**src/rtl/apm_pkg.sv**
```systemverilog
package apm_pkg;

  // Strobes handed from the decode/control side to the datapath
  typedef struct packed {
    logic ctrlSel;   // address hits the command byte
    logic statSel;   // address hits the status byte
    logic ctrlWr;    // command byte write this cycle
    logic statWr;    // status byte write this cycle
    logic rdEn;      // read strobe qualified by a hit
    logic smiFire;   // request a management interrupt
    logic sciSet;    // decoded enable command
    logic sciClr;    // decoded disable command
  } apmStrobes_t;

endpackage

```
**src/rtl/apm_ctrl.sv**
```systemverilog
module apm_ctrl
  import apm_pkg::*;
#(
  parameter int                  ADDR_W    = 16,
  parameter int                  DATA_W    = 8,
  parameter logic [ADDR_W-1:0]   BASE_ADDR = 'h00B2,
  parameter bit                  USE_SMI   = 1'b1,
  parameter logic [DATA_W-1:0]   CMD_ON    = 'hF1,
  parameter logic [DATA_W-1:0]   CMD_OFF   = 'hF0
) (
  input  logic [ADDR_W-1:0] ioAddr,
  input  logic [DATA_W-1:0] ioWrData,
  input  logic              ioWr,
  input  logic              ioRd,
  output apmStrobes_t       strb
);

  localparam int PAIR_MSB = ADDR_W - 1;

  logic pairHit;
  logic ctrlSel;
  logic statSel;
  logic ctrlWr;
  logic smiFire;
  logic sciSet;
  logic sciClr;

  assign pairHit = (ioAddr[PAIR_MSB:1] == BASE_ADDR[PAIR_MSB:1]);
  assign ctrlSel = pairHit & ~ioAddr[0];
  assign statSel = pairHit &  ioAddr[0];
  assign ctrlWr  = ioWr & ctrlSel;

  generate
    if (USE_SMI) begin : g_smi
      assign smiFire = ctrlWr;
      assign sciSet  = 1'b0;
      assign sciClr  = 1'b0;
    end else begin : g_decode
      assign smiFire = 1'b0;
      assign sciSet  = ctrlWr & (ioWrData == CMD_ON);
      assign sciClr  = ctrlWr & (ioWrData == CMD_OFF);
    end
  endgenerate

  always_comb begin
    strb.ctrlSel = ctrlSel;
    strb.statSel = statSel;
    strb.ctrlWr  = ctrlWr;
    strb.statWr  = ioWr & statSel;
    strb.rdEn    = ioRd & pairHit;
    strb.smiFire = smiFire;
    strb.sciSet  = sciSet;
    strb.sciClr  = sciClr;
  end

endmodule

```
**src/rtl/apm_datapath.sv**
```systemverilog
module apm_datapath
  import apm_pkg::*;
#(
  parameter int DATA_W = 8
) (
  input  logic              clk,
  input  logic              rstN,
  input  apmStrobes_t       strb,
  input  logic [DATA_W-1:0] ioWrData,
  output logic [DATA_W-1:0] ioRdData,
  output logic              smiReq,
  output logic              sciEn
);

  logic [DATA_W-1:0] ctrlByte;
  logic [DATA_W-1:0] statByte;
  logic              smiQ;
  logic              sciQ;

  always_ff @(posedge clk or negedge rstN) begin
    if (!rstN) begin
      ctrlByte <= '0;
      statByte <= '0;
      smiQ     <= 1'b0;
      sciQ     <= 1'b0;
    end else begin
      if (strb.ctrlWr) ctrlByte <= ioWrData;
      if (strb.statWr) statByte <= ioWrData;
      smiQ <= strb.smiFire;
      if (strb.sciSet)      sciQ <= 1'b1;
      else if (strb.sciClr) sciQ <= 1'b0;
    end
  end

  // Combinational read: a same-cycle write lands at the edge, so the old value shows
  always_comb begin
    ioRdData = '0;
    if (strb.rdEn) begin
      if (strb.ctrlSel)      ioRdData = ctrlByte;
      else if (strb.statSel) ioRdData = statByte;
    end
  end

  assign smiReq = smiQ;
  assign sciEn  = sciQ;

endmodule

```
**src/rtl/apm_smi_port.sv**
```systemverilog
module apm_smi_port
  import apm_pkg::*;
#(
  parameter int                ADDR_W    = 16,
  parameter int                DATA_W    = 8,
  parameter logic [ADDR_W-1:0] BASE_ADDR = 'h00B2,
  parameter bit                USE_SMI   = 1'b1,
  parameter logic [DATA_W-1:0] CMD_ON    = 'hF1,
  parameter logic [DATA_W-1:0] CMD_OFF   = 'hF0
) (
  input  logic              clk,
  input  logic              rstN,
  input  logic [ADDR_W-1:0] ioAddr,
  input  logic [DATA_W-1:0] ioWrData,
  input  logic              ioWr,
  input  logic              ioRd,
  output logic [DATA_W-1:0] ioRdData,
  output logic              smiReq,
  output logic              sciEn
);

  apmStrobes_t strb;

  apm_ctrl #(
    .ADDR_W(ADDR_W), .DATA_W(DATA_W), .BASE_ADDR(BASE_ADDR),
    .USE_SMI(USE_SMI), .CMD_ON(CMD_ON), .CMD_OFF(CMD_OFF)
  ) u_ctrl (
    .ioAddr(ioAddr), .ioWrData(ioWrData), .ioWr(ioWr), .ioRd(ioRd), .strb(strb)
  );

  apm_datapath #(.DATA_W(DATA_W)) u_dp (
    .clk(clk), .rstN(rstN), .strb(strb), .ioWrData(ioWrData),
    .ioRdData(ioRdData), .smiReq(smiReq), .sciEn(sciEn)
  );

endmodule

```
**config.mk**
```make
export PLATFORM = sky130hd
export DESIGN_NAME = apm_smi_port
export DESIGN_NICKNAME = d
export VERILOG_FILES = /design/src/rtl/apm_pkg.sv /design/src/rtl/apm_ctrl.sv /design/src/rtl/apm_datapath.sv /design/src/rtl/apm_smi_port.sv
export SDC_FILE = /design/constraint.sdc
export NUM_CORES = 1
export LEC_CHECK = 0
export ABC_AREA = 1
export BUFFER_PORTS_ARGS = -buffer_cell sky130_fd_sc_hd__buf_2
export CAP_MARGIN = 30
export CORE_ASPECT_RATIO = 0.7
export CORE_UTILIZATION = 51
export CTS_BUF_LIST = sky130_fd_sc_hd__clkbuf_16
export DETAILED_ROUTE_END_ITERATION = 12
export GPL_TIMING_DRIVEN = 0
export PLACE_DENSITY = 0.82
export SLEW_MARGIN = 25
export SYNTH_ARGS = -nofsm -noshare
export SYNTH_HDL_FRONTEND = slang
export SYNTH_SLANG_ARGS = --single-unit
```
**constraint.sdc**
```tcl
create_clock -name clk -period 3.1 [get_ports clk]
set_input_delay 0.465 -clock clk [delete_from_list [all_inputs] [get_ports clk]]
set_output_delay 0.465 -clock clk [all_outputs]
set_load 0.05 [all_outputs]
```
==> results of run 1 <==
-- metal layers --
metal	track usage	vias up	part of all wire	wire length [um]
met4	0.125	0	0.024	55
met2	0.383	44	0.48	1100
li1	-	446	-	-
met1	0.285	433	0.42	977
met5	0	-	0	0
met3	0.0462	6	0.078	180
-- power by group through the flow --
stage / registers, mW / logic, mW / clock network [mW]
after floorplan: 0.226 / 0.0198 / 0
after global placement: 0.226 / 0.0416 / 0
after detailed placement: 0.226 / 0.0428 / 0
after CTS: 0.222 / 0.0432 / 0.256
after global routing: 0.222 / 0.0473 / 0.267
final: 0.222 / 0.0426 / 0.255
-- flip-flops by register name, indices dropped and copies added, names as in the netlist --
name / count
u_dp.smiReq: 1
u_dp.statByte: 8
u_dp.ctrlByte: 8
-- cells by family (layout without fill, tap and decap cells) --
group                  after synthesis  after routing  share of synthesized area
and+or+nand+nor                     47             47                      0.302
AOI/OAI and AO/OA                   24             24                      0.178
buffers and inverters               19             58                     0.0974
DFF                                 17             17                      0.419
other                                1              1                    0.00370
-- final cells by class --
| type | count | area (um^2) |
|---|---|---|
| clock buffers | 3 | 75.1 |
| multi-input cells | 72 | 490 |
| clock inverters | 1 | 3.75 |
| repair buffers | 35 | 175 |
| inverters | 13 | 48.8 |
| well taps | 22 | 27.5 |
| plain buffers | 6 | 50.0 |
| fillers | 155 | 574 |
| flip-flops and latches | 17 | 425 |
-- worst paths after layout --
kind | start | end | slack [ns] | depth (start not counted)
min reg2reg | u_dp.statByte[6] | u_dp.statByte[6] | 0.48 | 2
max reg2reg | u_dp.statByte[3] | u_dp.statByte[3] | 2.46 | 2
max | ioAddr[12] | ioRdData[1] | 0.79 | 7
min in group clk | u_dp.statByte[6] | u_dp.statByte[6] | 0.48 | 2
max in group asynchronous | rstN | u_dp.ctrlByte[0] | 2.70 | 1
min | rstN | u_dp.ctrlByte[6] | 0.13 | 1
-- stage by stage --
step	total power, mW	std cells	setup WS, ns
after floorplan	0.246	108	0.730
after global placement	0.268	165	0.833
after detailed placement	0.269	165	0.822
after CTS	0.521	169	0.808
after global routing	0.537	169	0.687
final	0.520	169	0.791
-- layout by cell type, fill, tap and decap left out, drive strengths merged --
cell	netlist	layout
o21ai	16	16
nand2	19	19
a21oi	8	8
buf	6	41
nand4	18	18
clkbuf	0	3
nor2	8	8
inv	13	14
dfrtp	17	17
nand3	2	2
conb	1	1
-- worst max-delay path: stages --
cell and delay [ns]:
buf_2 0.09, nor2_1 0.11, nand2_2 0.10, nor2_8 0.21, nand3_1 0.32, a21oi_1 0.25
buf_2 0.29
==> metrics, run 1 <==
internal power about 0.41 mW; ANT cells 0; H-tree levels 1; layout cells sized above 1 0.490; Slew Limit Fails 0; Iteration-0 DRC Markers 18; MaxCap Viol Count 0; global-route wire length before repair around 3.6 mm; Core Region 1870 um^2; yosys warns 0; clk root buf clkbuf_16; switching pwr 0.111 mW; Hold Buf Count CTS 0; GRT Total Usage 0.228; crit path max fanout 10; DIE WIDTH 55.3 um; Final Hold Fails 0; worst min-delay path class primary input to asynchronous set/reset pin; Worst EP required 2.63 ns; Hold Slack 0.128 ns; crit path DAT 1.84 ns; ANT nets after route 0; CTS Buf Count 3; port buffer count 35; top cells by area, synth dfrtp_1 42%, o21ai_2 14%, nand4_1 9.9%; Initial Util 0.542; sequential share of power 0.427; initial antenna violation count 0; Worst VDD drop 415 uV; number of flops mapped to enable cells by yosys 0; area leader, netlist dfrtp_1; average via count per standard cell 5.50; Reg clk slew, reported paths 0.05 ns; Synth cell types 17; crit end category primary output; CTS Buffer Depth 2; largest net degree at the start of global routing 18; combinational power share 0.082; final RePlAce weighted congestion between 0.7 and 0.8; postcts setup bufs 0; post-DP HPWL 1.55 mm; TritonRoute pass-1 iters 4; Syn Inst Count 108; Post-CTS Resized 0; most frequent cells after synthesis 17 x dfrtp_1, 16 x nand4_1, 16 x o21ai_2, 13 x nand2_1, 12 x inv_1; Placed Area 1220 um^2; Final Instance Area between 1000 and 1500 um^2; switching share of power 0.213; crit share post-route 0.745; crit path kind primary input to primary output; Syn Nets ~140; Tmin final 2.31 ns; row cnt 13; Seq cells post-synth 17; clk_lat worst skew 0.25 ns; asr flop ratio synth 1.00; Syn Std Cell Area 1010 um^2; top-area cell type share of the netlist area 0.419; mean area per synthesized cell 9.40 um^2; synthesis-to-finish area growth 27.7%; Total Die Area 2170 um^2; fmax 433 MHz; P per Cell Area approximately 400 nW/um^2; wire per inst 13.7 um; Sink Count 17; post-route setup TNS 0 ns; status finished clean; most common cell in the netlist dfrtp_1; TritonCTS clock tree built; Clock Skew 0 ns; Leak 0.699 nW; DRC Markers 0; I/O pin cnt 38; Final #Nets approximately 180; Clock power frac 0.491; total global routing overflow 0; RSZ-0062 raised after global routing no; number of global-route vias before repair 771; height of the die between 30 and 40 um; via count 929; # setup viols final 0; final WL about 2.3 mm; Worst Setup Start Kind primary input; post-layout util 0.693; Most used DFF post-synth dfrtp_1; register area share after synthesis 0.419
Power figures use the tool's default switching activity.
==> inputs of run 2 (changes only) <==
--- a/config.mk
+++ b/config.mk
@@ -9,11 +9,11 @@
 export BUFFER_PORTS_ARGS = -buffer_cell sky130_fd_sc_hd__buf_2
 export CAP_MARGIN = 30
 export CORE_ASPECT_RATIO = 0.7
-export CORE_UTILIZATION = 51
+export CORE_UTILIZATION = 48
 export CTS_BUF_LIST = sky130_fd_sc_hd__clkbuf_16
 export DETAILED_ROUTE_END_ITERATION = 12
 export GPL_TIMING_DRIVEN = 0
-export PLACE_DENSITY = 0.82
+export PLACE_DENSITY = 0.78
 export SLEW_MARGIN = 25
 export SYNTH_ARGS = -nofsm -noshare
 export SYNTH_HDL_FRONTEND = slang
==> constraint.sdc (replaced) <==
create_clock -name clk -period 2.2 [get_ports clk]
set_input_delay 0.33 -clock clk [delete_from_list [all_inputs] [get_ports clk]]
set_output_delay 0.33 -clock clk [all_outputs]
set_load 0.05 [all_outputs]
==> run 2 against run 1 <==
  * The flow now finishes with violations (design-rule violations, negative hold slack)
  * Combinational power is 41% higher
  * Sequential power grew 41%
  * Non-clock buffer count unchanged
  * Critical path depth unchanged
  * Die area rose by 6.0%
  * Via count rose by 0.11%
  * Largest cell class unchanged
  * Worst setup slack lost 0.65 ns
  * Critical path type unchanged
  * Critical endpoint is now ioRdData[7]
  * Register-to-register slack lost 0.90 ns
==> metrics, run 2 (synthesis results as in run 1) <==
status complete, but fails checks (was finished clean); violated checks design-rule violations, negative hold slack; R2R setup slack 1.56 ns (was 2.46 ns); Initial Util 0.529 (was 0.542); R2R Path Start u_dp.statByte[4] (was u_dp.statByte[3]); clk root buf clkbuf_16 (unchanged); Final Hold Fails 17 (was 0); row cnt 13 (unchanged); I/O pin cnt 38 (unchanged); worst-case reg-to-reg path depth 2 (unchanged); FILL cells 166 (was 155); global-route wire length before repair 3.56 mm (unchanged); layout cells sized above 1 0.490 (unchanged); Critical R2R Capture u_dp.statByte[4] (was u_dp.statByte[3]); P per Cell Area 561 nW/um^2 (was 401 nW/um^2); Post-CTS Resized 0 (unchanged); Leak 0.699 nW (unchanged); Worst VDD drop 404 uV (was 415 uV); wire per inst 13.2 um (was 13.7 um); crit path max fanout 10 (unchanged); Worst Setup Start Kind primary input (unchanged); final WL 2.23 mm (was 2.31 mm); total global routing overflow 0 (unchanged); Slew Limit Fails 0 (unchanged); via count 930 (was 929); MaxCap Viol Count 0 (unchanged); most common cell after layout, fill and taps aside buf_2 (unchanged); pre-CTS setup slack 0.186 ns (was 0.822 ns); Final #Nets 176 (unchanged); Total Die Area 2300 um^2 (was 2170 um^2); number of global-route vias before repair 815 (was 771); worst min-delay path class primary input to asynchronous set/reset pin (unchanged); TritonRoute pass-1 iters 8 (was 4); post-route setup TNS 0 ns (unchanged); ANT cells 0 (unchanged); DIE WIDTH 57.0 um (was 55.3 um); Hold Buf Count CTS 0 (unchanged); CTS Buf Count 3 (unchanged); H-tree levels 1 (unchanged); Sink Count 17 (unchanged); # setup viols final 0 (unchanged); Reg clk slew, reported paths 0.05 ns (about the same); RSZ-0062 raised after global routing no (unchanged); Final Instance Area 1300 um^2 (unchanged); crit share post-route 0.935; Core Region 1920 um^2 (was 1870 um^2); fmax 486 MHz; postcts setup bufs 0 (unchanged); ANT nets after route 0 (unchanged); Placed Area 1220 um^2 (unchanged); Hold Slack -0.00308 ns (was 0.128 ns); clk_lat worst skew 0.24 ns (was 0.25 ns); final RePlAce weighted congestion 0.756 (was 0.785); largest net degree at the start of global routing 18 (unchanged); initial antenna violation count 0 (unchanged); most frequent cells in the layout 36 x buf_2, 17 x dfrtp_1, 16 x nand4_1, 16 x o21ai_2 (unchanged); synthesis-to-finish area growth 27.7% (unchanged); TritonCTS clock tree built (unchanged); crit end category primary output (unchanged); DRC Markers 10 (was 0); GRT Total Usage 0.214 (was 0.228); post-DP HPWL 1.59 mm (was 1.55 mm); Clock Skew 0 ns (unchanged); height of the die 40.5 um (was 39.3 um); Worst Setup SP ioAddr[10] (was ioAddr[12]); port buffer count 35 (unchanged); crit path DAT 1.73 ns (was 1.84 ns); Worst EP required 1.87 ns (was 2.63 ns); Tmin final ~2 ns; Iteration-0 DRC Markers 32 (was 18); average via count per standard cell 5.50 (about the same); Final WS setup 0.142 ns (was 0.791 ns); CTS Buffer Depth 2 (unchanged); crit path kind primary input to primary output (unchanged)
run 2: cell counts in the layout (fill, tap and decap cells not counted):
No cell type changed its count.
run 2: per-stage QoR:
| stage | hold slack [ns] | power (mW) | util | instances |
|---|---|---|---|---|
| after floorplan | 0.0344 | 0.347 | - | 108 |
| after global placement | 0.262 | 0.377 | 0.634 | 165 |
| after detailed placement | 0.266 | 0.379 | 0.634 | 165 |
| after CTS | 0.00709 | 0.732 | 0.675 | 169 |
| after global routing | 0.0224 | 0.752 | 0.675 | 169 |
| final | -0.00308 | 0.727 | 0.675 | 169 |
run 2: routing by layer:
metal  track usage  wire [um]
met1         0.246        900
met2         0.406       1070
met3        0.0387        224
met4         0.104         41
met5             0          0
run 2: worst max-delay path: stages:
cell and delay (ns):
buf_2 0.10, nor2_1 0.12, nand2_2 0.10, nor2_8 0.21, nand3_1 0.32, a21oi_1 0.25
buf_2 0.29
run 2: how the worst max path moves through the flow:
stage,to,slack (ns),depth (start not counted)
2_1_floorplan,ioRdData[5],0.1,6
3_5_place_dp,ioRdData[7],0.19,7
6_report,ioRdData[7],0.14,7
4_1_cts,ioRdData[7],0.18,7
3_3_place_gp,ioRdData[7],0.22,7
5_1_grt,ioRdData[7],0.1,7
run 2: final cells by class:
class | instances | area [um^2] | share of cell area
buffer | 6 | 50.0 | 0.0386
clock buffer | 3 | 75.1 | 0.0579
clock inverter | 1 | 3.75 | 0.00290
inverter | 13 | 48.8 | 0.0376
multi-input combinational | 72 | 490 | 0.378
sequential | 17 | 425 | 0.328
tap | 22 | 27.5 | 0.0212
timing repair buffer | 35 | 175 | 0.135
run 2: where the power goes:
group | leakage [nW] | internal [mW] | switching [mW]
Clock | 0.0423 | 0.241 | 0.112
Combinational | 0.419 | 0.0226 | 0.0374
Sequential | 0.238 | 0.313 | 0.0000583
Total | 0.699 | 0.577 | 0.150
==> inputs of run 3 (changes only) <==
--- a/config.mk
+++ b/config.mk
@@ -9,12 +9,13 @@
 export BUFFER_PORTS_ARGS = -buffer_cell sky130_fd_sc_hd__buf_2
 export CAP_MARGIN = 30
 export CORE_ASPECT_RATIO = 0.7
-export CORE_UTILIZATION = 48
+export CORE_UTILIZATION = 47
 export CTS_BUF_LIST = sky130_fd_sc_hd__clkbuf_16
 export DETAILED_ROUTE_END_ITERATION = 12
 export GPL_TIMING_DRIVEN = 0
-export PLACE_DENSITY = 0.78
+export PLACE_DENSITY = 0.77
 export SLEW_MARGIN = 25
 export SYNTH_ARGS = -nofsm -noshare
 export SYNTH_HDL_FRONTEND = slang
+export SYNTH_HIERARCHICAL = 1
 export SYNTH_SLANG_ARGS = --single-unit
==> run 3 against run 2 <==
  * The flow now finishes without violations
  * Non-clock buffer count grew 6
  * Combinational power shrank 16%
  * Utilization grew 0.97 points
  * Synthesized area shrank 3.2%
  * Global-route usage grew 3.0 points
  * Critical path depth grew 5
  * Synthesized cell count grew 20%
  * Clock power is essentially flat
  * Die area shrank 1.1%
  * Wire length grew 12%
  * Critical path type unchanged
==> metrics, run 3 <==
wire per inst 12.9 um (was 13.2 um); register area share after synthesis 0.459 (was 0.419); cell total after placement 190 (was 165); R2R Path Start u_dp/statByte[0] (was u_dp.statByte[4]); crit share post-route 0.941 (was 0.935); crit path max fanout 9 (was 10); TritonCTS clock tree built (unchanged); via count 949 (was 930); switching share of power 0.192 (was 0.206); Leak 0.697 nW (was 0.699 nW); average via count per standard cell 4.92 (was 5.50); crit path kind primary input to primary output (unchanged); ANT cells 0 (unchanged); MaxCap Viol Count 0 (unchanged); Slew Limit Fails 0 (unchanged); GRT Total Usage 0.244 (was 0.214); Final Hold Fails 0 (was 17); # setup viols final 0 (unchanged); status finished clean (was complete, but fails checks); most common cell after layout, fill and taps aside buf_2 (unchanged); Seq cells post-synth 18 (was 17); Pwr Total 0.737 mW (was 0.727 mW); top-area cell type share of the netlist area 0.459 (was 0.419); asr flop ratio synth 1.00 (unchanged); crit path DAT 1.74 ns (was 1.73 ns); height of the die 40.2 um (was 40.5 um); Placed Area 1200 um^2 (was 1220 um^2); Iteration-0 DRC Markers 36 (was 32); DRC Markers 0 (was 10); Final #Nets 201 (was 176); port buffer count 37 (was 35); post-DP HPWL 1.83 mm (was 1.59 mm); final RePlAce weighted congestion 0.738 (was 0.756); number of flops mapped to enable cells by yosys 0 (unchanged); yosys warns 6 (was 0); Core Region 1900 um^2 (was 1920 um^2); most frequent cells in the layout 29 x buf_2, 28 x nand2_1, 25 x inv_1, 18 x dfrtp_1, 12 x buf_4 (was 36 x buf_2, 17 x dfrtp_1, 16 x nand4_1, 16 x o21ai_2); H-tree levels 1 (unchanged); global-route wire length before repair 3.97 mm (was 3.56 mm); non-filler cells, final 193 (was 169); biggest regs u_dp/ctrlByte x8, u_dp/statByte x8; sequential share of power 0.453 (was 0.431); P per Cell Area 565 nW/um^2 (was 561 nW/um^2); synthesis-to-finish area growth 32.7% (was 27.7%); most frequent cells after synthesis 28 x nand2_1, 25 x inv_1, 18 x dfrtp_1, 10 x nand3_1, 10 x o21ai_0 (was 17 x dfrtp_1, 16 x nand4_1, 16 x o21ai_2, 13 x nand2_1, 12 x inv_1); clk root buf clkbuf_16 (unchanged); Clock Skew 0 ns (unchanged); row cnt 13 (unchanged); internal power 0.596 mW (was 0.577 mW); Most used DFF post-synth dfrtp_1 (unchanged); Tmin final 2.07 ns (was 2.06 ns); Reg clk slew, reported paths 0.05 ns (about the same); Final WS setup 0.129 ns (was 0.142 ns); Sink Count 18 (was 17); clk_lat worst skew 0.25 ns (was 0.24 ns); final WL 2.49 mm (was 2.23 mm); combinational power share 0.069 (was 0.083); mean area per synthesized cell 7.56 um^2 (was 9.40 um^2); number of global-route vias before repair 892 (was 815); DIE WIDTH 56.6 um (was 57.0 um); most common cell in the netlist nand2_1 (was dfrtp_1); pre-CTS setup slack 0.0868 ns (was 0.186 ns); largest net degree at the start of global routing 19 (was 18); Syn Inst Count 130 (was 108); Worst Setup SP ioAddr[2] (was ioAddr[10]); CTS Buf Count 3 (unchanged); crit end category primary output (unchanged); Worst VDD drop 535 uV (was 404 uV); CTS Buffer Depth 2 (unchanged); Syn Std Cell Area 982 um^2 (was 1010 um^2); TritonRoute pass-1 iters 4 (was 8); initial antenna violation count 0 (unchanged); Worst EP required 1.87 ns (about the same); Synth cell types 17 (unchanged); area leader, netlist dfrtp_1 (unchanged); total global routing overflow 0 (unchanged); layout cells sized above 1 0.339 (was 0.490); top cells by area, synth dfrtp_1 46%, nand2_1 11%, inv_1 9.6% (was dfrtp_1 42%, o21ai_2 14%, nand4_1 9.9%); worst min-delay path class primary input to asynchronous set/reset pin (unchanged); Total Die Area 2280 um^2 (was 2300 um^2); Worst Setup Start Kind primary input (unchanged); ANT nets after route 0 (unchanged); Clock power frac 0.479 (was 0.486); fmax 483 MHz (was 486 MHz); Initial Util 0.516 (was 0.529); Final Instance Area 1300 um^2 (about the same); switching pwr 0.142 mW (was 0.150 mW); I/O pin cnt 38 (unchanged)
==> run 3: cell types whose count changed in the layout (fill, tap and decap cells not counted), sizes merged <==
| cell | delta |
|---|---|
| o21bai | +1 |
| conb | +1 |
| dfrtp | +1 |
| nand3 | +8 |
| nor2 | +3 |
| and3 | +1 |
| buf | +3 |
| clkbuf | +3 |
| nand2 | +9 |
| nand4 | -18 |
| inv | +12 |
==> run 3: routing by layer <==
layer,track usage,wire length [um],up-vias
met3,0.0677,139,2
met2,0.476,1260,37
met4,0.0671,20,0
met1,0.274,1070,437
li1,-,-,473
met5,0,0,-
==> run 3: final timing paths <==
check	to	slack (ns)	cells after the start
max	ioRdData[1]	0.13	12
min	u_dp/smiReq	0.01	1
max reg2reg	u_dp/statByte[0]	1.56	2
min reg2reg	u_dp/ctrlByte[2]	0.52	2
max in group asynchronous	u_dp/ctrlByte[2]	1.90	1
min in group clk	u_dp/statByte[7]	0.31	3
==> run 3: power groups by stage <==
stage	clock [mW]	sequential (mW)	combinational, mW
final	0.353	0.334	0.0505
after global routing	0.376	0.334	0.0562
after CTS	0.359	0.334	0.0503
after detailed placement	0	0.339	0.0501
after global placement	0	0.339	0.0471
after floorplan	0	0.344	0.0105
==> run 3: area by class of cell <==
cell class / instances / area (um^2)
Buffer: 9 / 78.8
Clock buffer: 3 / 75.1
Sequential cell: 18 / 450
Multi-Input combinational cell: 77 / 359
Inverter: 26 / 100
Fill cell: 162 / 599
Tap cell: 22 / 27.5
Timing Repair Buffer: 38 / 213
==> run 3: cells by family (layout without fill, tap and decap cells) <==
logic type             after synthesis  in the layout  synth area share
AND/OR/NAND/NOR                     50             50             0.213
AO/OA/AOI/OAI                       25             25             0.138
flip-flops                          18             18             0.459
buffers and inverters               36             76             0.187
other                                1              2           0.00382
==> run 3: repair_timing <==
action / CTS / global route
endpoints found under the setup margin: 0 / 8
resized for setup: 0 / 15
hold buffers: 0 / 0
setup buffers: 0 / 1
==> run 3: through the flow <==
step                utilization  hold WS [ns]   TNS, ns
floorplan                     -        0.0344         0
global placement          0.630         0.277         0
detailed placement        0.630         0.281         0
CTS                       0.669        0.0194         0
global route              0.685        0.0415  -0.00312
finish                    0.685        0.0108         0
==> run 3: worst max-delay path, stage by stage <==
cell	delay, ns
buf_2	0.09
nor2_1	0.12
nand2_1	0.08
nor2_2	0.16
buf_4	0.13
nand3_1	0.07
inv_1	0.06
buf_4	0.10
buf_6	0.14
nand2_1	0.07
a21oi_1	0.14
clkbuf_4	0.25
